===== config.mk =====
export PLATFORM = sky130hd
export DESIGN_NAME = spi_irq_ctrl
export DESIGN_NICKNAME = d
export VERILOG_FILES = /design/src/rtl/spi_irq_pkg.sv /design/src/rtl/spi_irq_status_bank.sv /design/src/rtl/spi_irq_enable_reg.sv /design/src/rtl/spi_irq_out.sv /design/src/rtl/spi_irq_ctrl.sv
export SDC_FILE = /design/constraint.sdc
export NUM_CORES = 1
export LEC_CHECK = 0
export BUFFER_PORTS_ARGS = -buffer_cell sky130_fd_sc_hd__clkbuf_2
export CAP_MARGIN = 0
export CORE_ASPECT_RATIO = 0.9
export CORE_MARGIN = 4
export CORE_UTILIZATION = 44
export DETAILED_ROUTE_END_ITERATION = 12
export PLACE_DENSITY = 0.81
export REMOVE_ABC_BUFFERS = 1
export SYNTH_ARGS = -nofsm -noshare
export SYNTH_HDL_FRONTEND = slang
export SYNTH_SLANG_ARGS = --single-unit
export TNS_END_PERCENT = 5

===== constraint.sdc =====
create_clock -name clk -period 1.7 [get_ports clk]
set_input_delay 0.34 -clock clk [delete_from_list [all_inputs] [get_ports clk]]
set_output_delay 0.34 -clock clk [all_outputs]
set_load 0.02 [all_outputs]

===== src/rtl/spi_irq_pkg.sv =====
// Package: shared constants of the SPI interrupt unit.
// Assumes: one status bit and one enable bit per event source.
package spi_irq_pkg;
    localparam int unsigned EVT_N = 11;

    // Event positions (software decodes these).
    localparam int unsigned EV_RX_DONE   = 0;
    localparam int unsigned EV_TX_DONE   = 1;
    localparam int unsigned EV_RX_OVF    = 2;
    localparam int unsigned EV_TX_UNF    = 3;
    localparam int unsigned EV_RX_DMA    = 4;
    localparam int unsigned EV_TX_DMA    = 5;
    localparam int unsigned EV_RX_FULL   = 6;
    localparam int unsigned EV_TX_EMPTY  = 7;
    localparam int unsigned EV_RX_LEVEL  = 8;
    localparam int unsigned EV_TX_LEVEL  = 9;
    localparam int unsigned EV_FRAME_END = 10;

    typedef logic [EVT_N-1:0] evt_vec_t;

    typedef enum logic [1:0] {
        SEL_STATUS = 2'd0,
        SEL_ENABLE = 2'd1,
        SEL_RSV2   = 2'd2,
        SEL_RSV3   = 2'd3
    } reg_sel_e;
endpackage


===== src/rtl/spi_irq_status_bank.sv =====
// Module: sticky status bits with write-one-to-clear.
// Each bit sets on its event pulse and drops on a clear pulse.
// An event wins over a clear in the same cycle.
// Assumes: clr_i is already qualified by the write strobe and address.
module spi_irq_status_bank #(
    parameter int unsigned N = 11
) (
    input  logic         clk,
    input  logic         rst_n,
    input  logic [N-1:0] evt_i,
    input  logic [N-1:0] clr_i,
    output logic [N-1:0] status_o
);
    logic [N-1:0] stat_q;

    for (genvar b = 0; b < N; b++) begin : g_bit
        // Purpose: per-bit set/clear with event priority.
        always_ff @(posedge clk) begin
            if (!rst_n)
                stat_q[b] <= 1'b0;
            else if (evt_i[b])
                stat_q[b] <= 1'b1;
            else if (clr_i[b])
                stat_q[b] <= 1'b0;
        end
    end

    assign status_o = stat_q;

    // every event pulse appears in status at the next sample.
    a_r2_event_sets: assert property (@(posedge clk) disable iff (!rst_n)
        (evt_i != '0) |=> ((status_o & $past(evt_i)) == $past(evt_i)));

    // an event and a clear on the same bit leave the bit set.
    a_r6_event_wins: assert property (@(posedge clk) disable iff (!rst_n)
        ((evt_i & clr_i) != '0) |=> ((status_o & $past(evt_i & clr_i)) == $past(evt_i & clr_i)));

    // cleared bits with no event drop.
    a_r4_clear_drops: assert property (@(posedge clk) disable iff (!rst_n)
        (clr_i != '0) |=> ((status_o & $past(clr_i & ~evt_i)) == '0));

    // set bits without a clear hold.
    a_r3_sticky: assert property (@(posedge clk) disable iff (!rst_n)
        1'b1 |=> ((status_o & $past(status_o & ~clr_i)) == $past(status_o & ~clr_i)));
endmodule


===== src/rtl/spi_irq_enable_reg.sv =====
// Module: enable mask register, one bit per event source.
// Assumes: we_i is already qualified by the address decode.
module spi_irq_enable_reg #(
    parameter int unsigned N = 11
) (
    input  logic         clk,
    input  logic         rst_n,
    input  logic         we_i,
    input  logic [N-1:0] wdata_i,
    output logic [N-1:0] enable_o
);
    logic [N-1:0] en_q;

    // Purpose: load the mask on a write, hold it otherwise.
    always_ff @(posedge clk) begin
        if (!rst_n)
            en_q <= '0;
        else if (we_i)
            en_q <= wdata_i;
    end

    assign enable_o = en_q;

    // the written mask is visible the cycle after the write.
    a_r7_enable_load: assert property (@(posedge clk) disable iff (!rst_n)
        we_i |=> (enable_o == $past(wdata_i)));

    // without a write the mask holds.
    a_r7_enable_hold: assert property (@(posedge clk) disable iff (!rst_n)
        !we_i |=> $stable(enable_o));
endmodule


===== src/rtl/spi_irq_out.sv =====
// Module: masked OR reduction driving a registered interrupt line.
// Assumes: consumers treat irq_o as a level and tolerate one cycle of lag.
module spi_irq_out #(
    parameter int unsigned N = 11
) (
    input  logic         clk,
    input  logic         rst_n,
    input  logic [N-1:0] status_i,
    input  logic [N-1:0] enable_i,
    output logic         irq_o
);
    logic [N-1:0] live;
    logic         irq_q;

    // Purpose: pick the pending, enabled sources.
    always_comb begin
        live = status_i & enable_i;
    end

    // Purpose: register the OR so the output pin is glitch-free.
    always_ff @(posedge clk) begin
        if (!rst_n)
            irq_q <= 1'b0;
        else
            irq_q <= |live;
    end

    assign irq_o = irq_q;

    // a pending enabled source raises irq at the next edge.
    a_r8_irq_rise: assert property (@(posedge clk) disable iff (!rst_n)
        ((status_i & enable_i) != '0) |=> irq_o);

    // with no pending enabled source irq drops at the next edge.
    a_r8_irq_fall: assert property (@(posedge clk) disable iff (!rst_n)
        ((status_i & enable_i) == '0) |=> !irq_o);

    // an all-zero mask keeps irq low.
    a_r9_mask_all: assert property (@(posedge clk) disable iff (!rst_n)
        (enable_i == '0) |=> !irq_o);
endmodule


===== src/rtl/spi_irq_ctrl.sv =====
// Module: top of the SPI interrupt unit.
// It decodes the register port, muxes read data and joins the status bank,
// the enable register and the output stage.
// Assumes: DATA_W >= EVT_N and register reads have no side effects.
module spi_irq_ctrl
    import spi_irq_pkg::*;
#(
    parameter int unsigned DATA_W = 32,
    parameter int unsigned ADDR_W = 2
) (
    input  logic              clk,
    input  logic              rst_n,
    input  logic [EVT_N-1:0]  evt_i,
    input  logic [ADDR_W-1:0] reg_addr_i,
    input  logic              reg_wr_i,
    input  logic [DATA_W-1:0] reg_wdata_i,
    output logic [DATA_W-1:0] reg_rdata_o,
    output logic              irq_o
);
    localparam int unsigned PAD_W = DATA_W - EVT_N;

    evt_vec_t status;
    evt_vec_t enable;
    evt_vec_t clr_vec;
    evt_vec_t rd_sel;
    logic     wr_status;
    logic     wr_enable;

    // Purpose: decode writes to the two live registers.
    always_comb begin
        wr_status = reg_wr_i && (reg_addr_i == ADDR_W'(SEL_STATUS));
        wr_enable = reg_wr_i && (reg_addr_i == ADDR_W'(SEL_ENABLE));
        clr_vec   = wr_status ? reg_wdata_i[EVT_N-1:0] : '0;
    end

    spi_irq_status_bank #(.N(EVT_N)) u_status (
        .clk      (clk),
        .rst_n    (rst_n),
        .evt_i    (evt_i),
        .clr_i    (clr_vec),
        .status_o (status)
    );

    spi_irq_enable_reg #(.N(EVT_N)) u_enable (
        .clk      (clk),
        .rst_n    (rst_n),
        .we_i     (wr_enable),
        .wdata_i  (reg_wdata_i[EVT_N-1:0]),
        .enable_o (enable)
    );

    spi_irq_out #(.N(EVT_N)) u_out (
        .clk      (clk),
        .rst_n    (rst_n),
        .status_i (status),
        .enable_i (enable),
        .irq_o    (irq_o)
    );

    // Purpose: read mux; reserved addresses and upper bits return zero.
    always_comb begin
        if (reg_addr_i == ADDR_W'(SEL_STATUS))
            rd_sel = status;
        else if (reg_addr_i == ADDR_W'(SEL_ENABLE))
            rd_sel = enable;
        else
            rd_sel = '0;
        reg_rdata_o = {{PAD_W{1'b0}}, rd_sel};
    end

    // upper read bits are always zero.
    a_r10_upper_zero: assert property (@(posedge clk) disable iff (!rst_n)
        (reg_rdata_o[DATA_W-1:EVT_N] == '0));

    // a write to a reserved address leaves the enable mask alone.
    a_r11_rsv_no_enable: assert property (@(posedge clk) disable iff (!rst_n)
        (reg_wr_i && reg_addr_i[ADDR_W-1:1] != '0) |=> $stable(enable));
endmodule


==> flow_summary.toml <==
[synth]
syn_inst = 126
synth-seq-cells = 23
synthMuxAreaShare = 0.1835
synth_fa_ha_area_frac = 0
synth_compound_area_frac = 0.1804
ys_warn_count = 0
synth.distinct_cells = 18
syn_area_um2 = 1200
synth_area_per_cell_um2 = 9.523
ys_seq_area_frac = 0.3837
synthXorXnorAreaFrac = 0
yosys.area_share.simple = 0.08551
synth_top_family_by_area = "multiplexers"

[floorplanning]
coreArea_um2 = 2531
fp.dieArea_um2 = 3628
die_h_um = 57.54
num_io_pins = 81
core.rowCount = 17
initial_core_util = 0.4740
die_x_um = 63.05

[timing]
setup_viol = 0
final_max_slew_viol_count = 0
skew_ns = 0.005721
fin_tns_setup_ns = 0
hold_viol = 0
post-route-period-util = 0.8928
max_freq_mhz = 658.9
period_needed_ns = 1.518
grt_setup_unrepaired = "false"

[worst_hold_path]
hp-class = "primary input to flop"

[detailed_routing]
drt-wirelength-per-cell_um = 13.49
firstDrtPassIters = 4
ant_nets = 0
via_count = 954
dr.first_iter.drc_count = 19
totalWireLength_mm = 2.604
drcViolationCount = 0
viasPerCell = 4.943

[job]
cap_violations = 0

[clock_tree]
cts_hold_repair.buffers = 0
postCtsSetupRepairBufs = 0
cts_tree = "built"
cts.sinks = 23
post_cts_resized = 0
cts_root_buf = "clkbuf_4"
insertion_delay_ns = 0.32
path_clk_slew_ns = 0.13
numCtsBuffers = 3
htree_num_levels = 1
cts_buffer_depth = 2

[setup_path]
cp-end-kind = "output port"
crit_path_max_fanout = 13
critical_path_class = "primary input to output port"
cp_data_required_time_ns = 1.36
arrival_ns = 1.18
critPathLaunchType = "primary input"

[grt]
grt_pass1_vias = 944
grt_use_total = 0.1475
antenna_found_initial = 0
grt_max_degree = 14
grt_pass1_wl_mm = 4.250
grt_overflow = 0

[layout]
final_cell_mix = "38 x clkbuf_2, 23 x dfxtp_1, 22 x mux2i_1, 22 x nor2_1, 21 x conb_1"
num-fill-cells = 237
syn_to_final_growth_pct = 13.76
diodes = 0
final_common_cell = "clkbuf_2"
layout-drive-gt1-share = 0.2848
final_util = 0.5393
nets = 214

[power_and_ir_drop]
p_per_area_nw_per_um2 = 775.8
peakVddDrop_v = 0.0005444
leakagePower_uw = 0.0007381

[place]
portBuffers = 38
place_congestion = 0.7414

[status]
outcome = "finished clean"
kinds of logic after synthesis:
kind of cell / Yosys count
buffers and inverters: 28
muxes: 22
and+or+nand+nor: 24
other: 1
DFF: 23
AOI/OAI and AO/OA: 28
critical path, cell delays in order:
cell and delay, ns:
clkbuf_2 0.36, mux2i_1 0.24, nor2_1 0.06, clkbuf_2 0.17
synthesized netlist by cell type, drive strengths merged:
| master | number | share of area |
|---|---|---|
| nor2 | 22 | 0.069 |
| o21a | 11 | 0.069 |
| dfxtp | 23 | 0.38 |
| nand3b | 1 | 0.0063 |
| a222oi | 1 | 0.0083 |
| clkbuf | 3 | 0.0094 |
| mux2i | 22 | 0.18 |
| buf | 24 | 0.15 |
| a22o | 2 | 0.015 |
| conb | 1 | 0.0031 |
| inv | 1 | 0.0031 |
| a221oi | 2 | 0.015 |
| a21boi | 11 | 0.069 |
| a31oi | 1 | 0.0052 |
| nor3b | 1 | 0.010 |
layout make-up:
class,count,area (um^2),area share
Clock buffer,3,22.52,0.01650
Clock inverter,1,5.005,0.003666
Inverter,1,3.754,0.002750
Multi-Input combinational cell,95,618.1,0.4528
Sequential cell,23,460.4,0.3373
Tap cell,28,35.03,0.02566
Timing Repair Buffer,42,220.2,0.1613
stage by stage:
stage               instance area (um^2)  setup WS (ns)  total power (uW)  hold slack (ns)  instances
global route                        1365        0.09421              1128           0.1966        193
CTS                                 1365         0.1739              1072           0.2144        193
finish                              1365         0.1822              1059           0.2229        193
floorplan                           1082         0.4624             731.0           0.4575        119
global placement                    1338         0.2080             807.9           0.5030        189
detailed placement                  1338         0.1774             816.2           0.5175        189
path summary, 6_finish.rpt:
kind	depth (start not counted)	slack, ns	startpoint	to
setup / recovery	4	0.18	reg_addr_i[0]	reg_rdata_o[2]
hold / removal	2	0.22	evt_i[3]	u_status.status_o[3]
setup reg to reg	3	0.57	u_enable.enable_o[7]	u_out.irq_o
hold reg to reg	2	0.54	u_enable.enable_o[0]	u_enable.enable_o[0]
layer usage:
metal / GRT usage / vias up / part of all wire
met2: 0.2707 / 49 / 0.47
met3: 0.05118 / 2 / 0.089
met5: 0 / - / 0
met4: 0.01887 / 0 / 0.0054
li1: - / 473 / -
met1: 0.1694 / 430 / 0.44
flip-flops by register name (all words and copies together) (netlist names):
signal,count
u_enable.enable_o,11
u_out.irq_o,1
u_status.status_o,11
power by group:
group | switching (uW) | internal [uW] | total [uW]
logic | 130 | 84.7 | 214
registers | 21.3 | 569 | 590
clock network | 166 | 88.1 | 255
total | 317 | 742 | 1060
Note: power is estimated with default switching activity, not from simulation.
